### src/rtl/uart_front_pkg.sv
`timescale 1ns/1ps
package uart_front_pkg;
  // word offsets (busAddr[4:2])
  localparam logic [2:0] OFF_TXDATA = 3'd0;
  localparam logic [2:0] OFF_RXDATA = 3'd1;
  localparam logic [2:0] OFF_CTRL   = 3'd2;
  localparam logic [2:0] OFF_STATUS = 3'd3;
  localparam logic [2:0] OFF_LEVEL  = 3'd4;

  // control bit positions
  localparam int C_TXFLUSH = 22;
  localparam int C_RXFLUSH = 23;
  localparam int C_ERRCLR  = 24;
  localparam int C_RXIEN   = 27;
  localparam int C_TXIEN   = 28;
  localparam int C_ERRMASK = 30;

  typedef struct packed {
    logic txPush;
    logic rxPop;
    logic txFlush;
    logic rxFlush;
    logic errClear;
  } frontStrobes_t;

  typedef struct packed {
    logic overflow;
    logic wroteFull;
    logic frame;
    logic parity;
  } frontFlags_t;
endpackage

### src/rtl/uart_front_fifo.sv
`timescale 1ns/1ps
module uart_front_fifo #(
  parameter int WIDTH = 8,
  parameter int DEPTH = 64,
  parameter int CW    = $clog2(DEPTH + 1)
) (
  input  logic             clk,
  input  logic             rstN,
  input  logic             flush,
  input  logic             push,
  input  logic [WIDTH-1:0] wrData,
  input  logic             pop,
  output logic [WIDTH-1:0] rdData,
  output logic [CW-1:0]    count,
  output logic             full,
  output logic             empty
);
  localparam int PW = (DEPTH > 1) ? $clog2(DEPTH) : 1;
  localparam logic [CW-1:0] FULL_CNT = CW'(DEPTH);
  localparam logic [PW-1:0] LAST_PTR = PW'(DEPTH - 1);

  logic [WIDTH-1:0] mem [DEPTH];
  logic [PW-1:0] wrPtr, rdPtr;
  logic doPush, doPop;

  assign full   = (count == FULL_CNT);
  assign empty  = (count == '0);
  assign doPush = push && !full && !flush;
  assign doPop  = pop && !empty && !flush;
  assign rdData = mem[rdPtr];

  always_ff @(posedge clk) begin
    if (doPush) mem[wrPtr] <= wrData;
  end

  always_ff @(posedge clk) begin
    if (!rstN || flush) begin
      wrPtr <= '0;
      rdPtr <= '0;
      count <= '0;
    end else begin
      if (doPush) wrPtr <= (wrPtr == LAST_PTR) ? '0 : wrPtr + 1'b1;
      if (doPop)  rdPtr <= (rdPtr == LAST_PTR) ? '0 : rdPtr + 1'b1;
      count <= count + CW'(doPush) - CW'(doPop);
    end
  end
endmodule

### src/rtl/uart_front_dp.sv
`timescale 1ns/1ps
module uart_front_dp
  import uart_front_pkg::*;
#(
  parameter int DEPTH = 64,
  parameter int CW    = $clog2(DEPTH + 1)
) (
  input  logic          clk,
  input  logic          rstN,
  input  frontStrobes_t strobes,
  input  logic [7:0]    wrByte,
  output logic [7:0]    txByte,
  output logic          txValid,
  input  logic          txReady,
  input  logic [7:0]    rxByte,
  input  logic          rxValid,
  input  logic          parityErr,
  input  logic          frameErr,
  output logic [7:0]    rxHead,
  output logic [CW-1:0] txCount,
  output logic [CW-1:0] rxCount,
  output logic          txFull,
  output logic          txEmpty,
  output logic          rxFull,
  output logic          rxEmpty,
  output frontFlags_t   flags
);
  assign txValid = !txEmpty;

  uart_front_fifo #(.WIDTH(8), .DEPTH(DEPTH), .CW(CW)) u_txFifo (
    .clk(clk), .rstN(rstN), .flush(strobes.txFlush),
    .push(strobes.txPush), .wrData(wrByte), .pop(txReady),
    .rdData(txByte), .count(txCount), .full(txFull), .empty(txEmpty)
  );

  uart_front_fifo #(.WIDTH(8), .DEPTH(DEPTH), .CW(CW)) u_rxFifo (
    .clk(clk), .rstN(rstN), .flush(strobes.rxFlush),
    .push(rxValid), .wrData(rxByte), .pop(strobes.rxPop),
    .rdData(rxHead), .count(rxCount), .full(rxFull), .empty(rxEmpty)
  );

  // sticky error flags; a held clear dominates any new event
  always_ff @(posedge clk) begin
    if (!rstN || strobes.errClear) begin
      flags <= '0;
    end else begin
      if (parityErr) flags.parity <= 1'b1;
      if (frameErr)  flags.frame  <= 1'b1;
      if (strobes.txPush && txFull && !strobes.txFlush) flags.wroteFull <= 1'b1;
      if (rxValid && rxFull && !strobes.rxFlush)         flags.overflow  <= 1'b1;
    end
  end
endmodule

### src/rtl/uart_front_ctrl.sv
`timescale 1ns/1ps
module uart_front_ctrl
  import uart_front_pkg::*;
#(
  parameter int CW = 7
) (
  input  logic          clk,
  input  logic          rstN,
  input  logic          busSel,
  input  logic          busWrite,
  input  logic [4:0]    busAddr,
  input  logic [31:0]   busWdata,
  output logic [31:0]   busRdata,
  output frontStrobes_t strobes,
  output logic [31:0]   ctrlWord,
  input  logic [CW-1:0] txCount,
  input  logic [CW-1:0] rxCount,
  input  logic          txFull,
  input  logic          txEmpty,
  input  logic          rxFull,
  input  logic          rxEmpty,
  input  logic [7:0]    rxHead,
  input  frontFlags_t   flags,
  input  logic          txBusy,
  input  logic          rxBusy,
  output logic          irq
);
  logic [15:0] levelWord;
  logic        hit, wrHit, rdHit;
  logic [2:0]  idx;
  logic [31:0] statusWord;
  logic        rxIrq, txIrq, errIrq;

  assign idx   = busAddr[4:2];
  assign hit   = busSel && (busAddr[1:0] == 2'b00);
  assign wrHit = hit && busWrite;
  assign rdHit = hit && !busWrite;

  assign strobes.txPush   = wrHit && (idx == OFF_TXDATA);
  assign strobes.rxPop    = rdHit && (idx == OFF_RXDATA);
  assign strobes.txFlush  = ctrlWord[C_TXFLUSH];
  assign strobes.rxFlush  = ctrlWord[C_RXFLUSH];
  assign strobes.errClear = ctrlWord[C_ERRCLR];

  always_ff @(posedge clk) begin
    if (!rstN) begin
      ctrlWord  <= '0;
      levelWord <= '0;
    end else if (wrHit) begin
      if (idx == OFF_CTRL)  ctrlWord  <= busWdata;
      if (idx == OFF_LEVEL) levelWord <= busWdata[15:0];
    end
  end

  always_comb begin
    statusWord        = '0;
    statusWord[6:0]   = 7'(rxCount);
    statusWord[14:8]  = 7'(txCount);
    statusWord[16]    = flags.parity;
    statusWord[17]    = flags.frame;
    statusWord[18]    = flags.wroteFull;
    statusWord[19]    = rxFull;
    statusWord[20]    = rxEmpty;
    statusWord[21]    = txFull;
    statusWord[22]    = txEmpty;
    statusWord[24]    = flags.overflow;
    statusWord[25]    = txBusy;
    statusWord[26]    = rxBusy;
  end

  always_comb begin
    busRdata = '0;
    if (rdHit) begin
      case (idx)
        OFF_RXDATA: busRdata = {24'b0, rxEmpty ? 8'h00 : rxHead};
        OFF_CTRL:   busRdata = ctrlWord;
        OFF_STATUS: busRdata = statusWord;
        OFF_LEVEL:  busRdata = {16'b0, levelWord};
        default:    busRdata = '0;
      endcase
    end
  end

  assign rxIrq  = ctrlWord[C_RXIEN] && (8'(rxCount) >= levelWord[7:0]);
  assign txIrq  = ctrlWord[C_TXIEN] && (8'(txCount) <= levelWord[15:8]);
  assign errIrq = !ctrlWord[C_ERRMASK] && (flags.parity || flags.frame || flags.overflow);
  assign irq    = rxIrq || txIrq || errIrq;
endmodule

### src/rtl/uart_front.sv
`timescale 1ns/1ps
module uart_front
  import uart_front_pkg::*;
#(
  parameter int DEPTH = 64
) (
  input  logic        clk,
  input  logic        rstN,
  input  logic        busSel,
  input  logic        busWrite,
  input  logic [4:0]  busAddr,
  input  logic [31:0] busWdata,
  output logic [31:0] busRdata,
  output logic [7:0]  txByte,
  output logic        txValid,
  input  logic        txReady,
  input  logic [7:0]  rxByte,
  input  logic        rxValid,
  input  logic        parityErr,
  input  logic        frameErr,
  input  logic        txBusy,
  input  logic        rxBusy,
  output logic        irq
);
  localparam int CW = $clog2(DEPTH + 1);

  frontStrobes_t strobes;
  frontFlags_t   flags;
  logic [31:0]   ctrlWord;
  logic [CW-1:0] txCount, rxCount;
  logic          txFull, txEmpty, rxFull, rxEmpty;
  logic [7:0]    rxHead;

  uart_front_ctrl #(.CW(CW)) u_ctrl (
    .clk(clk), .rstN(rstN), .busSel(busSel), .busWrite(busWrite),
    .busAddr(busAddr), .busWdata(busWdata), .busRdata(busRdata),
    .strobes(strobes), .ctrlWord(ctrlWord),
    .txCount(txCount), .rxCount(rxCount), .txFull(txFull), .txEmpty(txEmpty),
    .rxFull(rxFull), .rxEmpty(rxEmpty), .rxHead(rxHead), .flags(flags),
    .txBusy(txBusy), .rxBusy(rxBusy), .irq(irq)
  );

  uart_front_dp #(.DEPTH(DEPTH), .CW(CW)) u_dp (
    .clk(clk), .rstN(rstN), .strobes(strobes), .wrByte(busWdata[7:0]),
    .txByte(txByte), .txValid(txValid), .txReady(txReady),
    .rxByte(rxByte), .rxValid(rxValid), .parityErr(parityErr), .frameErr(frameErr),
    .rxHead(rxHead), .txCount(txCount), .rxCount(rxCount),
    .txFull(txFull), .txEmpty(txEmpty), .rxFull(rxFull), .rxEmpty(rxEmpty),
    .flags(flags)
  );
endmodule

### config.mk
export PLATFORM = sky130hd
export DESIGN_NAME = uart_front
export DESIGN_NICKNAME = d
export VERILOG_FILES = /design/src/rtl/uart_front_pkg.sv /design/src/rtl/uart_front_fifo.sv /design/src/rtl/uart_front_dp.sv /design/src/rtl/uart_front_ctrl.sv /design/src/rtl/uart_front.sv
export SDC_FILE = /design/constraint.sdc
export NUM_CORES = 1
export LEC_CHECK = 0
export BUFFER_PORTS_ARGS = -buffer_cell sky130_fd_sc_hd__buf_2
export CAP_MARGIN = 20
export CORE_MARGIN = 1
export CORE_UTILIZATION = 32
export DETAILED_ROUTE_END_ITERATION = 10
export MAX_ROUTING_LAYER = met4
export PLACE_DENSITY_LB_ADDON = 0.12
export SYNTH_ARGS = -nofsm -noshare
export SYNTH_HDL_FRONTEND = slang
export SYNTH_SLANG_ARGS = --single-unit
### constraint.sdc
create_clock -name clk -period 4.6 [get_ports clk]
set_input_delay 0.23 -clock clk [delete_from_list [all_inputs] [get_ports clk]]
set_output_delay 0.23 -clock clk [all_outputs]
set_load 0.01 [all_outputs]
# == After elaboration in Yosys (flattened, before gate mapping) ==
# Memories as Yosys holds them, arrays and structs flattened. A register that Yosys moved wholly into a read port is not among the register bits.
# Index checks and enable logic that the tools add are counted.
# W data, S select, Z words.
# totals
input_bits,55
latch_bits,0
romBits,0
ff_bits,90
memories,2
mem_bits_rw,1024
out_inout_bits,42
# op_classes
bitwise,0
muxes,15
eq_ne,10
n_shift,0
addsub,8
reduce_logical,42
mul,0
div,0
magnitude_cmp,2
# mem_list
memory,depth,width,rd,rd_ports_with_merged_regs,write_ports,line_no,text
u_dp.u_rxFifo.mem,64,8,1,1,1,uart_front_fifo.sv:22,logic [WIDTH-1:0] mem [DEPTH];
u_dp.u_txFifo.mem,64,8,1,1,1,uart_front_fifo.sv:22,
# op_table
op,n
$pmux W32 S4,1
$mux W6,8
$mux W32,1
$add A6 B1 Y6 const B,4
$eq A6 B6 Y1 const B,4
$logic_and A1 B1 Y1,20
$add A7 B1 Y7,2
$eq A7 B7 Y1 const B,2
$logic_not A7 Y1,2
$sub A7 B1 Y7,2
$logic_not A1 Y1,9
$ge A7 B8 Y1,1
$le A7 B8 Y1,1
$mux W8,1
$logic_or A1 B1 Y1,7
$eq A3 B2 Y1 const B,2
$mux W1,4
$reduce_and A2 Y1,2
$eq A3 B1 Y1 const B,1
$eq A3 B3 Y1 const B,1
$logic_not A3 Y1,1
$logic_not A2 Y1,1

# == Longest topological paths before layout ==
# Gate-level depths: netlist of the first run.
# logic_depth
depth_word,8
mapped_depth,17
mapped_depth_nobuf,16

# == Hierarchy ==
# From an unflattened synthesis of the first run, not the netlist that was laid out.
# hier_totals
hier_cells,2459
hier_area_um2,45093.2
# by_module_without_submodules
module,instances,cells_per_inst,seq_area_each_um2,area_each_um2
uart_front_fifo at u_dp.u_rxFifo,1,1033,15875.2,21017.7
uart_front_fifo at u_dp.u_txFifo,1,1058,15875.2,20997.6
uart_front_ctrl,1,352,960.9,2932.8
uart_front_dp,1,16,80.1,145.1

# == Worst setup path before layout of the first run ==
# OpenSTA, ideal clock, no wires.
# synth_path
path_type,reg2reg
from,reg u_dp.u_rxFifo.count[4]
to,reg u_dp.u_rxFifo.count[6]
path_buffers,0
arrival_time_ns,2.848
required_ns,4.468
path_stages_with_launch,17
path_slack_ns,1.620
synth_period_minus_slack_ns,2.980
cell_sequence,dfxtp_1 inv_1 ha_1 nor4bb_1 a21boi_2 inv_1 ha_1 inv_1 ha_1 inv_1 fa_1 nand2b_1 a21oi_1 o21ai_0 a21oi_1 or3_1 a21oi_1
# synth_between
elab_chain_cells,6
elab_cells_between_ends,10
classes_between,add/sub: 2; eq/ne: 1; reduce/logical: 7
# synth_rtl
item,line_no,text
from (decl),uart_front_fifo.sv:14,"output logic [CW-1:0] count,"
from (signal assigned),uart_front_fifo.sv:44,count <= count + CW'(doPush) - CW'(doPop);
$eq A7 B7 Y1,uart_front_fifo.sv:26,assign full = (count == FULL_CNT);
$logic_not A1 Y1,uart_front_fifo.sv:28,assign doPush = push && !full && !flush;
$logic_and A1 B1 Y1 (2 in a row),uart_front_fifo.sv:28,
$add A7 B1 Y7,uart_front_fifo.sv:44,
$sub A7 B1 Y7 (*),uart_front_fifo.sv:44,
# Mark *: on every way between the ends. The rest lies on a longest branch, timed or not.
# A chain may end at the register's enable or synchronous reset.

==> results of run 1 <==
## worst max-delay path, stage by stage, from the launching register on
cell and delay [ps]:
sky130_fd_sc_hd__dfxtp_4 680, sky130_fd_sc_hd__buf_4 480, sky130_fd_sc_hd__mux4_2 590, sky130_fd_sc_hd__mux4_2 570, sky130_fd_sc_hd__mux2i_1 220, sky130_fd_sc_hd__o221ai_1 260, sky130_fd_sc_hd__buf_2 240
## per-stage QoR
step | instances | cell area (um^2)
detailed placement | 4375 | 48100
floorplan | 2419 | 44900
global placement | 4375 | 48100
finish | 4639 | 52400
global route | 4638 | 52400
CTS | 4638 | 52400
## metal layers
layer / up-vias / part of all wire / GRT usage
met3: 172 / 0.037 / 0.0230
met5: - / 0 / -
met2: 516 / 0.51 / 0.287
met1: 12100 / 0.43 / 0.222
met4: 0 / 0.024 / 0.0432
li1: 10100 / - / -
## state kept, by name, indices dropped and copies added, names as in the netlist, named ones only
signal / count
u_ctrl.ctrlWord: 32
u_ctrl.levelWord: 16
u_dp.flags: 4
u_dp.u_rxFifo.count: 7
u_dp.u_rxFifo.mem: 512
u_dp.u_rxFifo.rdPtr: 6
u_dp.u_rxFifo.wrPtr: 6
u_dp.u_txFifo.count: 7
u_dp.u_txFifo.mem: 512
u_dp.u_txFifo.rdPtr: 6
u_dp.u_txFifo.wrPtr: 6
## where the power goes
group / switching [mW] / internal, mW / total [mW]
registers: 0.189 / 11.2 / 11.4
logic: 1.31 / 1.13 / 2.44
clock network: 4.08 / 5.53 / 9.61
total: 5.58 / 17.9 / 23.5
## layout make-up
cell class,instances,area (um^2)
fill,12700,87000
sequential,1126,32800
multi-input combinational,1124,11300
clock buffer,139,3120
tap,1876,2350
timing repair buffer,248,1820
clock inverter,84,783
inverter,41,154
antenna,1,2.50
## worst paths after layout
kind                               start                      to  slack [ps]  depth (start not counted)
setup / recovery               flip-flop             busRdata[7]         560                          6
hold / removal                    busSel      u_ctrl.ctrlWord[7]          60                          5
hold reg to reg      u_ctrl.ctrlWord[11]     u_ctrl.ctrlWord[11]         460                          2
setup reg to reg  u_dp.u_rxFifo.count[5]  u_dp.u_rxFifo.count[6]        1060                         16
## cells by family (layout without fill, tap and decap cells)
| logic type | count (synthesis) | count (layout) | share of synthesized area |
|---|---|---|---|
| AOI/OAI and AO/OA | 211 | 211 | 0.0305 |
| xor gates and xnor gates | 24 | 24 | 0.00468 |
| adders and majority gates | 38 | 38 | 0.0109 |
| and+or+nand+nor | 448 | 448 | 0.0450 |
| other | 0 | 1 | 0 |
| DFF | 1126 | 1126 | 0.731 |
| buffers and inverters | 169 | 512 | 0.0169 |
| muxes | 403 | 403 | 0.161 |
## cells in the final DEF (no fill, tap or decap), drive strengths merged, types with 4 or more instances in the layout
master,count
mux4,255
nand4,9
mux2,13
nor2b,29
nor2,227
or2,5
buf,208
dfxtp,102
xnor2,7
inv,46
dlygate4sd3,40
nand3b,5
a21oi,58
clkinv,59
o211ai,10
nand2b,13
clkbuf,139
nor4,8
bufinv,12
nand2,98
o21ai,24
a21o,6
and2,11
edfxtp,1024
o22ai,18
nor3,6
nand3,18
clkinvlp,8
a22oi,44
a21boi,33
ha,36
a31oi,4
mux2i,135
xor2,17
or3,5
==> summary.md, run 1 <==
| Metric | Value |
|---|---|
| Class of the tightest hold or removal check | `in2reg` |
| CP arrival | `3810 ps` |
| Final routed wire length divided by cell count | `approximately 26 um` |
| Final period util | `0.878` |
| Max-cap check violation count | `0` |
| Final sum of negative setup slack | `0 ps` |
| Unrepaired setup endpoints after global routing | `no` |
| Setup fix buffers added after clock tree synthesis | `0` |
| Final Routed Wirelength | `118 mm` |
| Vias per cell | `4.95` |
| Setup slack of the critical path after layout | `561 ps` |
| Most numerous cell in the Yosys netlist | `sky130_fd_sc_hd__edfxtp_1` |
| Top post-synthesis cells by area | `sky130_fd_sc_hd__edfxtp_1, sky130_fd_sc_hd__mux4_2, sky130_fd_sc_hd__dfxtp_1` |
| Die Footprint | `approximately 140000 um^2` |
| Placement-stage worst setup slack | `1040 ps` |
| CTS tree | `done` |
| Worst-margin pin slew | `1120 ps` |
| Yosys warning total | `0` |
| Worst clock skew | `35.9 ps` |
| Global-route wire length before repair | `171 mm` |
| Number of antenna violations at the first check in global routing | `1` |
| Detailed Place HPWL | `75.6 mm` |
| Iteration-0 DRC Markers | `1722` |
| Core box area | `approximately 140000 um^2` |
| Post-synthesis instance area | `~45000 um^2` |
| Starting density of the core | `0.322` |
| Final Hold Violating Endpoints | `0` |
| Count of antenna-violating nets left after detailed routing | `0` |
| Kind of critical path | `reg2out` |
| Share of layout cells above drive strength 1 | `0.247` |
| Relative slew margins | `0.252` |
| Number of global-route vias before repair | `between 20k and 25k` |
| Worst hold slack across all endpoints | `64.4 ps` |
| Die height | `376 um` |
| Critical path endpoint category | `output pin` |
| Total design power | `23.5 mW` |
| Post-layout net count | `2752` |
| Required time of the critical path | `4370 ps` |
| Count of unresolved DRC violations after routing | `0` |
| Clock tree root driver cell | `sky130_fd_sc_hd__clkbuf_16` |
| Clock transition at path regs | `around 60 ps` |
| Minimum clock period after layout | `~4000 ps` |
| Layout overhead on the synthesized area | `16.7%` |
| Post-synth top cells | `sky130_fd_sc_hd__edfxtp_1, sky130_fd_sc_hd__mux4_2, sky130_fd_sc_hd__nor2_1` |
| Peak supply drop | `0.000346 V` |
| Maximum achievable frequency | `around 250 MHz` |
| I/O pin count | `97` |
| Via count | `23.0k` |
| Net count after synthesis | `between 2k and 3k` |
| Count of port buffers added during placement | `96` |
| Proportion of synthesized chip area in sequential cells | `0.731` |
| Number of buffers inserted for hold repair after clock tree synthesis | `40` |
| Seq cells post-synth | `1126` |
| Clock sink total | `1126` |
| Core Util, Final | `0.376` |
| Leak Pwr | `16.2 nW` |
| Count of flip-flops with a built-in enable after synthesis | `between 1k and 1.5k` |
| Main synth FF type | `sky130_fd_sc_hd__edfxtp_1` |
| Total overflow reported by the global router | `0` |
| Share of the synthesized area in the top cell type | `0.685` |
| Final GP Congestion | `0.811` |
| Setup Viol. Count Final | `0` |
| Pin count of the biggest net entering global routing | `67` |
| Max Root-Sink Buffers | `3` |
| Number of distinct library cell variants in the gate-level netlist after synthesis | `54` |
| Die W | `376 um` |
| Worst-path maximum fanout | `23` |
| PostCTS Resize Cnt | `0` |
| First-pass detailed-route iteration total | `5` |
| Cell type contributing the most total cell area after synthesis | `sky130_fd_sc_hd__edfxtp_1` |
| Fraction of synthesis flops using an asynchronous set or reset pin | `0` |
| Total Routing Usage GR | `0.172` |
| Post-synthesis area per instance | `18.6 um^2` |
| Number of levels in the clock H-tree | `3` |
| Ratio of total power to cell area | `448 nW/um^2` |
| Slew Limit Fails | `0` |
| Standard-cell row count | `137` |
| Cells after Synth | `about 2.4k` |
| Result of the run | `finished clean` |
| Num CTS Buffers | `118` |
| Clk_lat worst skew | `740 ps` |
| Worst setup SP type | `flip-flop` |
No activity file was read; power rests on OpenSTA's default activity.
==> run 2, diff against run 1 <==
--- a/config.mk
+++ b/config.mk
@@ -7,7 +7,7 @@
 export LEC_CHECK = 0
 export BUFFER_PORTS_ARGS = -buffer_cell sky130_fd_sc_hd__buf_2
 export CAP_MARGIN = 20
-export CORE_MARGIN = 1
+export CORE_MARGIN = 4
 export CORE_UTILIZATION = 32
 export DETAILED_ROUTE_END_ITERATION = 10
 export MAX_ROUTING_LAYER = met4
==> run 2 against run 1 <==
Hold slack got worse by 30 ps. Sequential power is essentially flat. Power is 0.84% lower. First-iteration DRC count is 13% lower. Sequential share of layout area rose by 0.073 points. Sequential cell count is the same. Setup slack better by 120 ps. Die area is 3.2% higher. Final cell count barely moved. Global-route usage fell by 1.0 points. Critical path type unchanged. Largest power group unchanged. Highest routed layer unchanged.
==> summary.md, run 2 (same netlist as run 1, synthesis figures left out) <==
| Metric | Value |
|---|---|
| Pin count of the biggest net entering global routing | `67 (unchanged)` |
| CTS tree | `done` |
| Global-route wire length before repair | `169 mm (-1.4%)` |
| I/O pin count | `97 (unchanged)` |
| Layout overhead on the synthesized area | `16.6%` |
| Number of antenna violations at the first check in global routing | `4 (+3)` |
| Relative slew margins | `0.329 (+0.0770)` |
| Slew Limit Fails | `0 (unchanged)` |
| Die height | `382 um (+1.6%)` |
| Cell area after placement | `48100 um^2 (+0.14%)` |
| Buffers & Inverters on Critical Path | `3 (+1)` |
| Maximum achievable frequency | `255 MHz (+2.9%)` |
| Via count | `22.8k (-0.82%)` |
| Worst clock skew | `19.5 ps (-16.4 ps)` |
| RR Startpoint | `u_ctrl.ctrlWord[22]` |
| Proportion of power drawn by flip-flops and latches | `0.491 (+0.004)` |
| Setup Viol. Count Final | `0 (unchanged)` |
| Peak supply drop | `0.000325 V (-6.1%)` |
| Clock power share | `0.404 (-0.005)` |
| Max-cap check violation count | `0 (unchanged)` |
| Result of the run | `finished clean` |
| Biggest registers after layout | `u_dp.u_rxFifo.mem (512), u_dp.u_txFifo.mem (512), u_ctrl.ctrlWord (32)` |
| Cell breakdown of the critical path | `buf_12 -> buf_12 -> mux2i_1 -> a22oi_1 -> a21oi_1 -> nor4_1 -> o21ai_0 -> o211ai_1 -> buf_2` |
| Max Root-Sink Buffers | `3 (unchanged)` |
| Internal power | `17.9 mW (-0.28%)` |
| Required time of the critical path | `4370 ps (about the same)` |
| Standard-cell row count | `137 (unchanged)` |
| Detailed Place HPWL | `74.4 mm (-1.5%)` |
| Critical-path cell with the highest stage delay | `sky130_fd_sc_hd__dfxtp_4` |
| Clock tree root driver cell | `sky130_fd_sc_hd__clkbuf_16` |
| Core box area | `139000 um^2 (unchanged)` |
| Total overflow reported by the global router | `0 (unchanged)` |
| Most used cell, CP | `sky130_fd_sc_hd__buf_12` |
| Class of the tightest hold or removal check | `in2reg` |
| Ratio of total power to cell area | `445 nW/um^2 (-0.72%)` |
| Switching power total | `5.44 mW (-2.6%)` |
| CP arrival | `3690 ps (-120 ps)` |
| Final routed wire length divided by cell count | `25.0 um (-1.9%)` |
| Final Routed Wirelength | `116 mm (-1.9%)` |
| Final sum of negative setup slack | `0 ps (unchanged)` |
| Number of levels in the clock H-tree | `3 (unchanged)` |
| Iteration-0 DRC Markers | `1498 (-13%)` |
| Die W | `382 um (+1.6%)` |
| Worst-path maximum fanout | `32 (+39%)` |
| Count of unresolved DRC violations after routing | `0 (unchanged)` |
| Count of antenna-violating nets left after detailed routing | `0 (unchanged)` |
| Critical path endpoint category | `output pin` |
| Switching power share of the total | `0.233 (-0.00430)` |
| Highest-count cells in the layout ignoring fill and taps | `sky130_fd_sc_hd__edfxtp_1, sky130_fd_sc_hd__mux4_2, sky130_fd_sc_hd__nor2_1` |
| Setup fix buffers added after clock tree synthesis | `0 (unchanged)` |
| Family with the most delay on the worst path | `compound AO/OA/AOI/OAI gates` |
| Total design power | `23.3 mW (-0.84%)` |
| Num CTS Buffers | `117 (-0.85%)` |
| Worst setup SP type | `flip-flop` |
| Clock transition at path regs | `60 ps (about the same)` |
| Clk_lat worst skew | `710 ps (-30 ps)` |
| Final GP Congestion | `0.780 (-3.8%)` |
| Count of port buffers added during placement | `96 (unchanged)` |
| PostCTS Resize Cnt | `0 (unchanged)` |
| Biggest cell delay along the critical path | `730 ps (+50 ps)` |
| Design area | `52300 um^2 (-0.12%)` |
| Vias per cell | `4.91 (-0.80%)` |
| Combinational power share | `0.105 (about the same)` |
| Final Hold Violating Endpoints | `0 (unchanged)` |
| Number of global-route vias before repair | `24.1k (+0.88%)` |
| Min-Delay Startpoint | `rxByte[2]` |
| Die Footprint | `146000 um^2 (+3.2%)` |
| Commonest non-fill, non-tap cell in the layout | `sky130_fd_sc_hd__edfxtp_1` |
| Clock sink total | `1126 (unchanged)` |
| Worst-margin pin slew | `1010 ps (-115 ps)` |
| Kind of critical path | `reg2out` |
| Final period util | `0.853 (-0.0250)` |
| Starting density of the core | `0.322 (unchanged)` |
| Share of layout cells above drive strength 1 | `0.244 (-0.00272)` |
| Minimum clock period after layout | `3920 ps (-115 ps)` |
| Total Routing Usage GR | `0.162 (-0.00999)` |
| Unrepaired setup endpoints after global routing | `no` |
| Number of buffers inserted for hold repair after clock tree synthesis | `34 (-15%)` |
| Leak Pwr | `16.2 nW (-0.17%)` |
| Post-layout net count | `2752 (unchanged)` |
| First-pass detailed-route iteration total | `7 (+2)` |
## run 2: cell types whose count changed in the layout (fill, tap and decap cells not counted), sizes merged
cell / before / now
inv: 46 / 42
clkbuf: 139 / 146
clkinv: 59 / 58
buf: 208 / 215
dlygate4sd3: 40 / 34
diode: 1 / 2
clkinvlp: 8 / 3
## run 2: power by group through the flow
stage,sequential [mW],combinational (mW),clock (mW)
global route,11.5,2.67,10.1
CTS,11.4,2.51,9.69
floorplan,11.5,1.68,0
global placement,11.7,2.47,0
finish,11.4,2.45,9.41
detailed placement,11.7,2.48,0
## run 2: worst reg2reg max path, cell delays in order, from the launching register on
cell                      delay, ps
sky130_fd_sc_hd__dfxtp_1        370
sky130_fd_sc_hd__nor4_1         470
sky130_fd_sc_hd__o211a_1        430
sky130_fd_sc_hd__inv_1          150
sky130_fd_sc_hd__nor2_1         230
sky130_fd_sc_hd__nand3_1        640
sky130_fd_sc_hd__nor2_1         840
## run 2: area by class of cell
type	instances	area (um^2)
fill	12800	87000
antenna	2	5.00
clock buffer	146	3130
sequential	1126	32800
inverter	41	154
clock inverter	74	679
tap	1876	2350
multi-input combinational	1124	11300
timing repair buffer	249	1860
## run 2: routing by layer
layer / global-route usage / wire [um]
met1: 0.210 / 51100
met2: 0.266 / 57500
met3: 0.0293 / 4510
met4: 0.0426 / 2960
met5: - / 0
## run 2: per-stage QoR
step	util	hold WS [ps]	worst slack [ps]	cells
finish	0.375	33.9	676	4638
global route	0.375	1.77	375	4638
CTS	0.375	2.57	591	4635
detailed placement	0.345	453	1010	4381
global placement	0.345	446	1060	4381
floorplan	-	329	1620	2419
## run 2: worst paths after layout
kind                                            endpoint  slack [ps]  depth (start not counted)
worst max-delay path                         busRdata[1]         680                          9
worst min-delay path            u_dp.u_rxFifo.mem[31][2]          30                          1
worst max register to register  u_dp.u_txFifo.mem[19][7]        1090                          6
worst min register to register       u_ctrl.ctrlWord[20]         460                          2
